<file path="src/rtl/mef_pkg.sv">
package mef_pkg;
  typedef enum logic {
    FM_MODE_A = 1'b0,
    FM_MODE_B = 1'b1
  } fm_mode_e;
endpackage

</file>
<file path="src/rtl/mef_strobe_sync.sv">
module mef_strobe_sync #(
  parameter int STAGES = 2
) (
  input  logic clk,
  input  logic rst,
  input  logic as_i,
  output logic fall_o
);
  localparam int LAST = STAGES - 1;

  logic [LAST:0] chain_q;
  logic          prev_q;

  generate
    for (genvar g = 0; g < STAGES; g++) begin : g_sync
      if (g == 0) begin : g_first
        always_ff @(posedge clk) begin
          if (rst) chain_q[g] <= 1'b1;
          else     chain_q[g] <= as_i;
        end
      end else begin : g_next
        always_ff @(posedge clk) begin
          if (rst) chain_q[g] <= 1'b1;
          else     chain_q[g] <= chain_q[g-1];
        end
      end
    end
  endgenerate

  always_ff @(posedge clk) begin
    if (rst) prev_q <= 1'b1;
    else     prev_q <= chain_q[LAST];
  end

  assign fall_o = prev_q & ~chain_q[LAST];
endmodule

</file>
<file path="src/rtl/mef_fault_store.sv">
module mef_fault_store #(
  parameter int FW        = 16,
  parameter int PRIV_BIT  = 10,
  parameter int MPROT_BIT = 3,
  parameter int EXAD_BIT  = 5,
  parameter int PAR_BIT   = 2
) (
  input  logic          clk,
  input  logic          rst,
  input  logic          fall_i,
  input  logic [FW-1:0] flt_i,
  input  logic          priv_i,
  input  logic          clr_i,
  input  logic          mask_we_i,
  input  logic [FW-1:0] mask_wd_i,
  output logic [FW-1:0] ft_q,
  output logic [FW-1:0] mask_q,
  output logic [FW-1:0] ft_n,
  output logic [FW-1:0] mask_n,
  output logic          abort_cur_q,
  output logic          abort_next_q
);
  localparam logic [FW-1:0] PRIV_ONE = FW'(1) << PRIV_BIT;

  logic [FW-1:0] captured;
  logic [FW-1:0] kept;

  always_comb begin
    captured = fall_i ? flt_i : '0;
    kept     = clr_i ? '0 : ft_q;
    ft_n     = kept | captured | (priv_i ? PRIV_ONE : '0);
    mask_n   = mask_we_i ? mask_wd_i : mask_q;
  end

  always_ff @(posedge clk) begin
    if (rst) begin
      ft_q         <= '0;
      mask_q       <= '1;
      abort_cur_q  <= 1'b0;
      abort_next_q <= 1'b0;
    end else begin
      ft_q         <= ft_n;
      mask_q       <= mask_n;
      abort_cur_q  <= fall_i & (flt_i[MPROT_BIT] | flt_i[EXAD_BIT]);
      abort_next_q <= fall_i & flt_i[PAR_BIT];
    end
  end

  AST_FT_STICKY: assert property (@(posedge clk) disable iff (rst)
    (!$past(rst) && !$past(clr_i)) |-> ((ft_q & $past(ft_q)) == $past(ft_q)));

  AST_NO_SPURIOUS_BIT: assert property (@(posedge clk) disable iff (rst)
    (!$past(rst) && !$past(fall_i) && !$past(priv_i)) |-> ((ft_q & ~$past(ft_q)) == '0));

  AST_CLR_EMPTIES: assert property (@(posedge clk) disable iff (rst)
    (!$past(rst) && $past(clr_i) && !$past(fall_i) && !$past(priv_i)) |-> (ft_q == '0));

  AST_ABORT_CAUSE: assert property (@(posedge clk) disable iff (rst)
    abort_cur_q |-> (ft_q[MPROT_BIT] | ft_q[EXAD_BIT]));
endmodule

</file>
<file path="src/rtl/mef_int1_gate.sv">
module mef_int1_gate
  import mef_pkg::*;
#(
  parameter int FW = 16
) (
  input  logic          clk,
  input  logic          rst,
  input  fm_mode_e      mode_i,
  input  logic [FW-1:0] ft_n_i,
  input  logic [FW-1:0] mask_n_i,
  input  logic          ack_i,
  output logic          pend_q
);
  logic [FW-1:0] masked;
  logic          hit;
  logic          armed_q;

  always_comb begin
    masked = (mode_i == FM_MODE_B) ? (ft_n_i & mask_n_i) : ft_n_i;
    hit    = |masked;
  end

  always_ff @(posedge clk) begin
    if (rst) begin
      armed_q <= 1'b1;
      pend_q  <= 1'b0;
    end else if (armed_q && hit) begin
      pend_q  <= 1'b1;
      armed_q <= 1'b0;
    end else begin
      if (!hit)  armed_q <= 1'b1;
      if (ack_i) pend_q  <= 1'b0;
    end
  end

  AST_SET_DISARMS: assert property (@(posedge clk) disable iff (rst)
    $rose(pend_q) |-> !armed_q);

  AST_DISARMED_NO_SET: assert property (@(posedge clk) disable iff (rst)
    !armed_q |=> !$rose(pend_q));

  AST_ACK_CLEARS: assert property (@(posedge clk) disable iff (rst)
    (ack_i && !armed_q) |=> !pend_q);
endmodule

</file>
<file path="src/rtl/mef_capture.sv">
module mef_capture
  import mef_pkg::*;
#(
  parameter int FW          = 16,
  parameter int PS_W        = 4,
  parameter int SYNC_STAGES = 2,
  parameter int PRIV_BIT    = 10,
  parameter int MPROT_BIT   = 3,
  parameter int EXAD_BIT    = 5,
  parameter int PAR_BIT     = 2
) (
  input  logic            clk,
  input  logic            rst,
  input  logic            as_i,
  input  logic [FW-1:0]   flt_i,
  input  logic            priv_chk_i,
  input  logic [PS_W-1:0] ps_i,
  input  logic            b_mode_i,
  input  logic            fmask_we_i,
  input  logic [FW-1:0]   fmask_wd_i,
  input  logic            ft_clr_i,
  input  logic            svc_ack_i,
  output logic [FW-1:0]   ft_o,
  output logic [FW-1:0]   fmask_o,
  output logic            pend1_o,
  output logic            abort_cur_o,
  output logic            abort_next_o
);
  logic          strobe_fall;
  logic          priv_viol;
  logic [FW-1:0] ft_next;
  logic [FW-1:0] mask_next;
  fm_mode_e      mode;

  assign priv_viol = priv_chk_i & (ps_i != '0);
  assign mode      = fm_mode_e'(b_mode_i);

  mef_strobe_sync #(.STAGES(SYNC_STAGES)) u_sync (
    .clk    (clk),
    .rst    (rst),
    .as_i   (as_i),
    .fall_o (strobe_fall)
  );

  mef_fault_store #(
    .FW(FW), .PRIV_BIT(PRIV_BIT), .MPROT_BIT(MPROT_BIT),
    .EXAD_BIT(EXAD_BIT), .PAR_BIT(PAR_BIT)
  ) u_store (
    .clk          (clk),
    .rst          (rst),
    .fall_i       (strobe_fall),
    .flt_i        (flt_i),
    .priv_i       (priv_viol),
    .clr_i        (ft_clr_i),
    .mask_we_i    (fmask_we_i),
    .mask_wd_i    (fmask_wd_i),
    .ft_q         (ft_o),
    .mask_q       (fmask_o),
    .ft_n         (ft_next),
    .mask_n       (mask_next),
    .abort_cur_q  (abort_cur_o),
    .abort_next_q (abort_next_o)
  );

  mef_int1_gate #(.FW(FW)) u_gate (
    .clk      (clk),
    .rst      (rst),
    .mode_i   (mode),
    .ft_n_i   (ft_next),
    .mask_n_i (mask_next),
    .ack_i    (svc_ack_i),
    .pend_q   (pend1_o)
  );

  AST_PEND_NEEDS_FAULT: assert property (@(posedge clk) disable iff (rst)
    $rose(pend1_o) |-> (ft_o != '0));

  AST_PRIV_SETS_BIT: assert property (@(posedge clk) disable iff (rst)
    priv_viol |=> ft_o[PRIV_BIT]);
endmodule

</file>
<file path="config.mk">
export PLATFORM = sky130hd
export DESIGN_NAME = mef_capture
export DESIGN_NICKNAME = d
export VERILOG_FILES = /design/src/rtl/mef_pkg.sv /design/src/rtl/mef_strobe_sync.sv /design/src/rtl/mef_fault_store.sv /design/src/rtl/mef_int1_gate.sv /design/src/rtl/mef_capture.sv
export SDC_FILE = /design/constraint.sdc
export NUM_CORES = 1
export LEC_CHECK = 0
export BUFFER_PORTS_ARGS = -buffer_cell sky130_fd_sc_hd__buf_2
export CORE_ASPECT_RATIO = 0.5
export CORE_MARGIN = 1.5
export CORE_UTILIZATION = 48
export CTS_CLUSTER_DIAMETER = 150
export DETAILED_ROUTE_END_ITERATION = 12
export PLACE_DENSITY_LB_ADDON = 0.15
export SYNTH_ARGS = -nofsm -noshare
export SYNTH_HDL_FRONTEND = slang
export SYNTH_SLANG_ARGS = --single-unit
</file>
<file path="constraint.sdc">
create_clock -name clk -period 5.59 [get_ports clk]
set_clock_uncertainty 0.05 [all_clocks]
set_input_delay 0.559 -clock clk [delete_from_list [all_inputs] [get_ports clk]]
set_output_delay 0.559 -clock clk [all_outputs]
set_load 0.1 [all_outputs]
</file>
Word-level counts from Yosys, hierarchy flattened --
Index checks and enable logic that the tools add are counted.
Storage, ports and cells: register bits 39, logic and storage cells 32
Operators by class: reductions and logical operators 4, bitwise gates (word level) 9, mux-type cells 9, equal/unequal tests 1
Operators by type and width (count):
- $mux W16 | 4
- $or A16 B16 Y16 | 2
- $and A16 B16 Y16 | 1
- $reduce_or A16 Y1 | 1
- $mux W11 | 1
- $and A1 B1 Y1 | 4
- $mux W1 | 4
- $reduce_bool A4 Y1 | 1
- $ne A2 B2 Y1 const B | 1
- $reduce_bool A2 Y1 | 1
- $logic_and A1 B1 Y1 | 1
- $not A1 Y1 | 1
- $or A1 B1 Y1 | 1

Depth between registers and ports, before layout --
word-level depth 10, depth in mapped cells 7

Cells and area by module --
From an unflattened synthesis, not the netlist that was laid out.
Second synthesis, totals: cells, all modules 181, area total of the unflattened synthesis 1697.9 um^2
Modules (own cells, without submodules):
- mef_fault_store | instances 1, cells an instance 142, area an instance 1375.1 um^2
- mef_int1_gate | instances 1, cells an instance 31, area an instance 226.5 um^2
- mef_strobe_sync | instances 1, cells an instance 7, area an instance 85.1 um^2
- mef_capture | instances 1, cells an instance 1, area an instance 11.3 um^2

Worst setup path after synthesis --
Ideal clock, no wire load.
path kind input to register, from input ps_i[1], to register u_gate.pend_q, slack 3074 ps, arrival time 2347 ps, buffers on the path 0, setup time 120 ps, cell stages on the path 5, path through or4_1 > a222oi_1 > a31oi_1 > or4_4 > o31a_1
On the way: longest elaborated chain between the ends 9, elaborated cells between the ends (all ways) 10
RTL lines:
- start, declared | line mef_capture.sv:17 | input logic [PS_W-1:0] ps_i,
- $reduce_bool A4 Y1 * | line mef_capture.sv:35 | assign priv_viol = priv_chk_i & (ps_i != '0);
- $and A1 B1 Y1 * | line mef_capture.sv:35
- $mux W11 * | line mef_fault_store.sv:31 | ft_n = kept | captured | (priv_i ? PRIV_ONE : '0);
- $or A16 B16 Y16 * | line mef_fault_store.sv:31
- $and A16 B16 Y16 | line mef_int1_gate.sv:19 | masked = (mode_i == FM_MODE_B) ? (ft_n_i & mask_n_i) : ft_n_i;
- $mux W16 * | line mef_int1_gate.sv:19
- $reduce_or A16 Y1 * | line mef_int1_gate.sv:20 | hit = |masked;
- $logic_and A1 B1 Y1 * | line mef_int1_gate.sv:27 | end else if (armed_q && hit) begin
- $mux W1 or $reduce_bool A2 Y1 (tied branches)
- end signal, assigned | line mef_int1_gate.sv:26 | pend_q <= 1'b0;
- end signal, assigned | line mef_int1_gate.sv:28 | pend_q <= 1'b1;
- end signal, assigned | line mef_int1_gate.sv:32 | if (ack_i) pend_q <= 1'b0;
- end, declared | line mef_int1_gate.sv:12 | output logic pend_q
Every way passes the cells marked *; elsewhere a longest branch is shown, timed or not. A chain may end at the register's enable or synchronous reset.

Worst setup path after layout --
from input fmask_we_i, to register u_gate.pend_q
On the way: longest elaborated chain between the ends 6, elaborated cells between the ends (all ways) 7
RTL lines:
- start, declared | line mef_capture.sv:19 | input logic fmask_we_i,
- $mux W16 * | line mef_fault_store.sv:32 | mask_n = mask_we_i ? mask_wd_i : mask_q;
- $and A16 B16 Y16 * | line mef_int1_gate.sv:19
- $mux W16 * | line mef_int1_gate.sv:19
- $reduce_or A16 Y1 * | line mef_int1_gate.sv:20
- $logic_and A1 B1 Y1 * | line mef_int1_gate.sv:27
- $mux W1 or $reduce_bool A2 Y1 (tied branches)
Marked as above.

==> qor.yml <==
layout:
  drive_gt1_frac: 0.3770
  final_cell_area_um2: 2092
  final_nets: 287
  area_delta_synth_final_pct: 32.49
  antenna_cells: 0
  nFillCells: 267
  layoutNonFillerInstCount: 284
clock_network:
  clk_pin_slew_ns: 0.08
  cts_root_buf: "clkbuf_8"
  cts_setup_buffers: 0
  clock-sinks: 39
  numCtsBuffers: 5
  cts_tree: "built"
  ctsResizeCount: 0
  clkLatencyLatePin_ns: 0.29
  htree_levels: 2
  cts_buffer_depth: 2
  holdBufCountCts: 0
setup_path:
  cp.arrival_ns: 2.74
  setup.worst_path.class: "in -> reg"
  setup.worst_path.start_class: "input pin"
  crit_required_ns: 5.71
  worstSetupEndpointType: "register"
  crit_path_max_fanout: 16
drt:
  num_vias: 1535
  firstDrtPassIters: 4
  finalWirelength_mm: 4.234
  ant_nets: 0
  post_drt_wl_per_cell_um: 14.91
  vias_per_cell: 5.405
  drc: 0
  drtIter0Drc: 128
grt:
  track_usage: 0.2460
  grt.busiest_layer: "met2"
  first_global_vias: 1433
  antenna_found_initial: 0
  met1_usage: 0.3461
  use_met2: 0.3776
  grt_pass1_wl_mm: 6.844
  met3_usage: 0.07810
  grt_max_degree: 23
  grt_overflow_total: 0
worst_hold_path:
  min_path_type: "reg -> reg"
logic_synthesis:
  yosysSeqAreaShare: 0.4945
  synth_cells: 167
  synthXorXnorAreaFrac: 0
  dominantRegCellSynth: "dfxtp_1"
  ys_ff_latch: 39
  netlist_top_cells_count: "dfxtp_1, a21oi_1, nand2_1"
  synthMuxAreaShare: 0.1014
  yosysMostFrequentCell: "dfxtp_1"
  synth_nets: 211
  yosys.area_share.adder: 0
  synth-compound-area-share: 0.1331
  syn_area_um2: 1579
  synth_top_cell_by_area: "dfxtp_1"
  synth-simple-area-share: 0.2377
  synth_top_family_by_area: "simple AND/OR/NAND/NOR gates"
  ys.warnings.count: 0
  synth_cell_types: 30
  synth_area_per_cell_um2: 9.455
  synth_top_area_share: 0.4945
  ys_async_sr_fraction: 0
  synth_edf_count: 0
  yosys-top-cells-area: "dfxtp_1, mux2i_1, a21oi_1, nand2_1, nand3b_1"
run:
  drv_cap: 0
sta:
  slew_headroom: 0.6042
  period_share: 0.4681
  maxSlewViolCount: 0
  hold_viol: 0
  rsz0062_at_grt: "false"
  fmax_mhz: 382.2
  setup_viol: 0
  tns_ns: 0
  fin_crit_ns: 2.616
  worst_pin_slew_ns: 0.5925
placed_design:
  io_buffers: 78
  place_congestion: 0.8877
  placed_cells: 276
  placed_area_um2: 1974
  hpwl_mm: 3.152
power_and_ir_drop:
  netSwitchingFraction: 0.3229
  peakVddDrop_mv: 0.1862
  clockPowerShare: 0.346
  pwr-share-comb: 0.227
  seqPwrFrac: 0.427
  power_switching_mw: 0.2258
  leakage_nw: 0.9838
  power_mw: 0.6994
  p_per_area_nw_per_um2: 334.3
  intPower_mw: 0.4736
floorplan:
  start_util: 0.5151
  dieWidth_um: 84.11
  rows: 14
  die_h_um: 43.56
  core_area_um2: 3065
  pin_count: 79
  die_area_um2: 3663
outcome:
  status: "finished, final reports clean"
==> routing by layer <==
layer | vias up | share of wire
met5 | - | 0
met4 | 0 | 0.0099
met3 | 6 | 0.11
met2 | 77 | 0.42
met1 | 701 | 0.46
li1 | 751 | -
==> sequential cells by signal, summed over array words and instances (netlist names) <==
register and flops:
u_store.ft_q 16, u_store.mask_q 16, u_sync.chain_q 2, u_gate.armed_q 1, u_gate.pend_q 1, u_store.abort_cur_q 1
u_store.abort_next_q 1, u_sync.prev_q 1
==> cell type report <==
cell class                 count  area [um2]  area share
clock buffer                   6       82.58     0.03947
clock inverter                 2       35.03     0.01675
inverter                       2       7.507    0.003589
multi-input combinational    117       745.7      0.3565
sequential                    39       780.7      0.3732
tap                           40       50.05     0.02392
timing repair buffer          78       390.4      0.1866
==> logic make-up (layout without fill, tap and decap cells) <==
logic type | Yosys count | in the layout
buf+inv | 11 | 88
simple gates | 69 | 69
mux | 16 | 16
compound gates | 32 | 32
flops | 39 | 39
==> per-stage QoR <==
stage	util	setup WS (ns)	hold WS [ns]
after floorplan	-	3.074	0.3395
after global routing	0.6824	2.859	0.3877
after global placement	0.6441	2.786	0.3424
final	0.6824	2.974	0.3663
after detailed placement	0.6441	2.715	0.3482
after CTS	0.6824	2.992	0.3668
==> worst paths after layout <==
path,startpoint,endpoint,slack [ns],depth (start not counted)
worst max-delay path,fmask_we_i,u_gate.pend_q,2.97,6
worst min-delay path,u_sync.chain_q[0],u_sync.chain_q[1],0.37,1
worst max register to register,u_sync.chain_q[1],u_gate.pend_q,3.07,5
worst min register to register,u_sync.chain_q[0],u_sync.chain_q[1],0.37,1
==> critical path, stage by stage <==
cell,delay [ns]
buf_2,0.40
mux2i_1,0.33
a21oi_1,0.08
or4_1,0.50
or4_4,0.54
o31a_1,0.32
==> power groups by stage <==
| stage | Combinational (mW) | Sequential [mW] | Clock [mW] |
|---|---|---|---|
| 3_5_place_dp | 0.158 | 0.304 | 0 |
| 5_1_grt | 0.167 | 0.300 | 0.257 |
| 2_1_floorplan | 0.0414 | 0.384 | 0 |
| 6_report | 0.159 | 0.298 | 0.242 |
| 4_1_cts | 0.159 | 0.298 | 0.244 |
| 3_3_place_gp | 0.157 | 0.305 | 0 |
==> placed cells by master, fill, tap and decap left out, types with 2 or more instances in the layout <==
cell       n
nand2_1   18
buf_2     78
nor2b_1    3
a22oi_1    5
nor4_1     6
nand3b_1   8
mux2i_1   16
a21oi_1   18
clkbuf_8   6
nor2_1    13
dfxtp_1   39
or4_1      4
a311oi_1   2
or2_2      3
nand2b_1   9
Power figures use the tool's default switching activity.
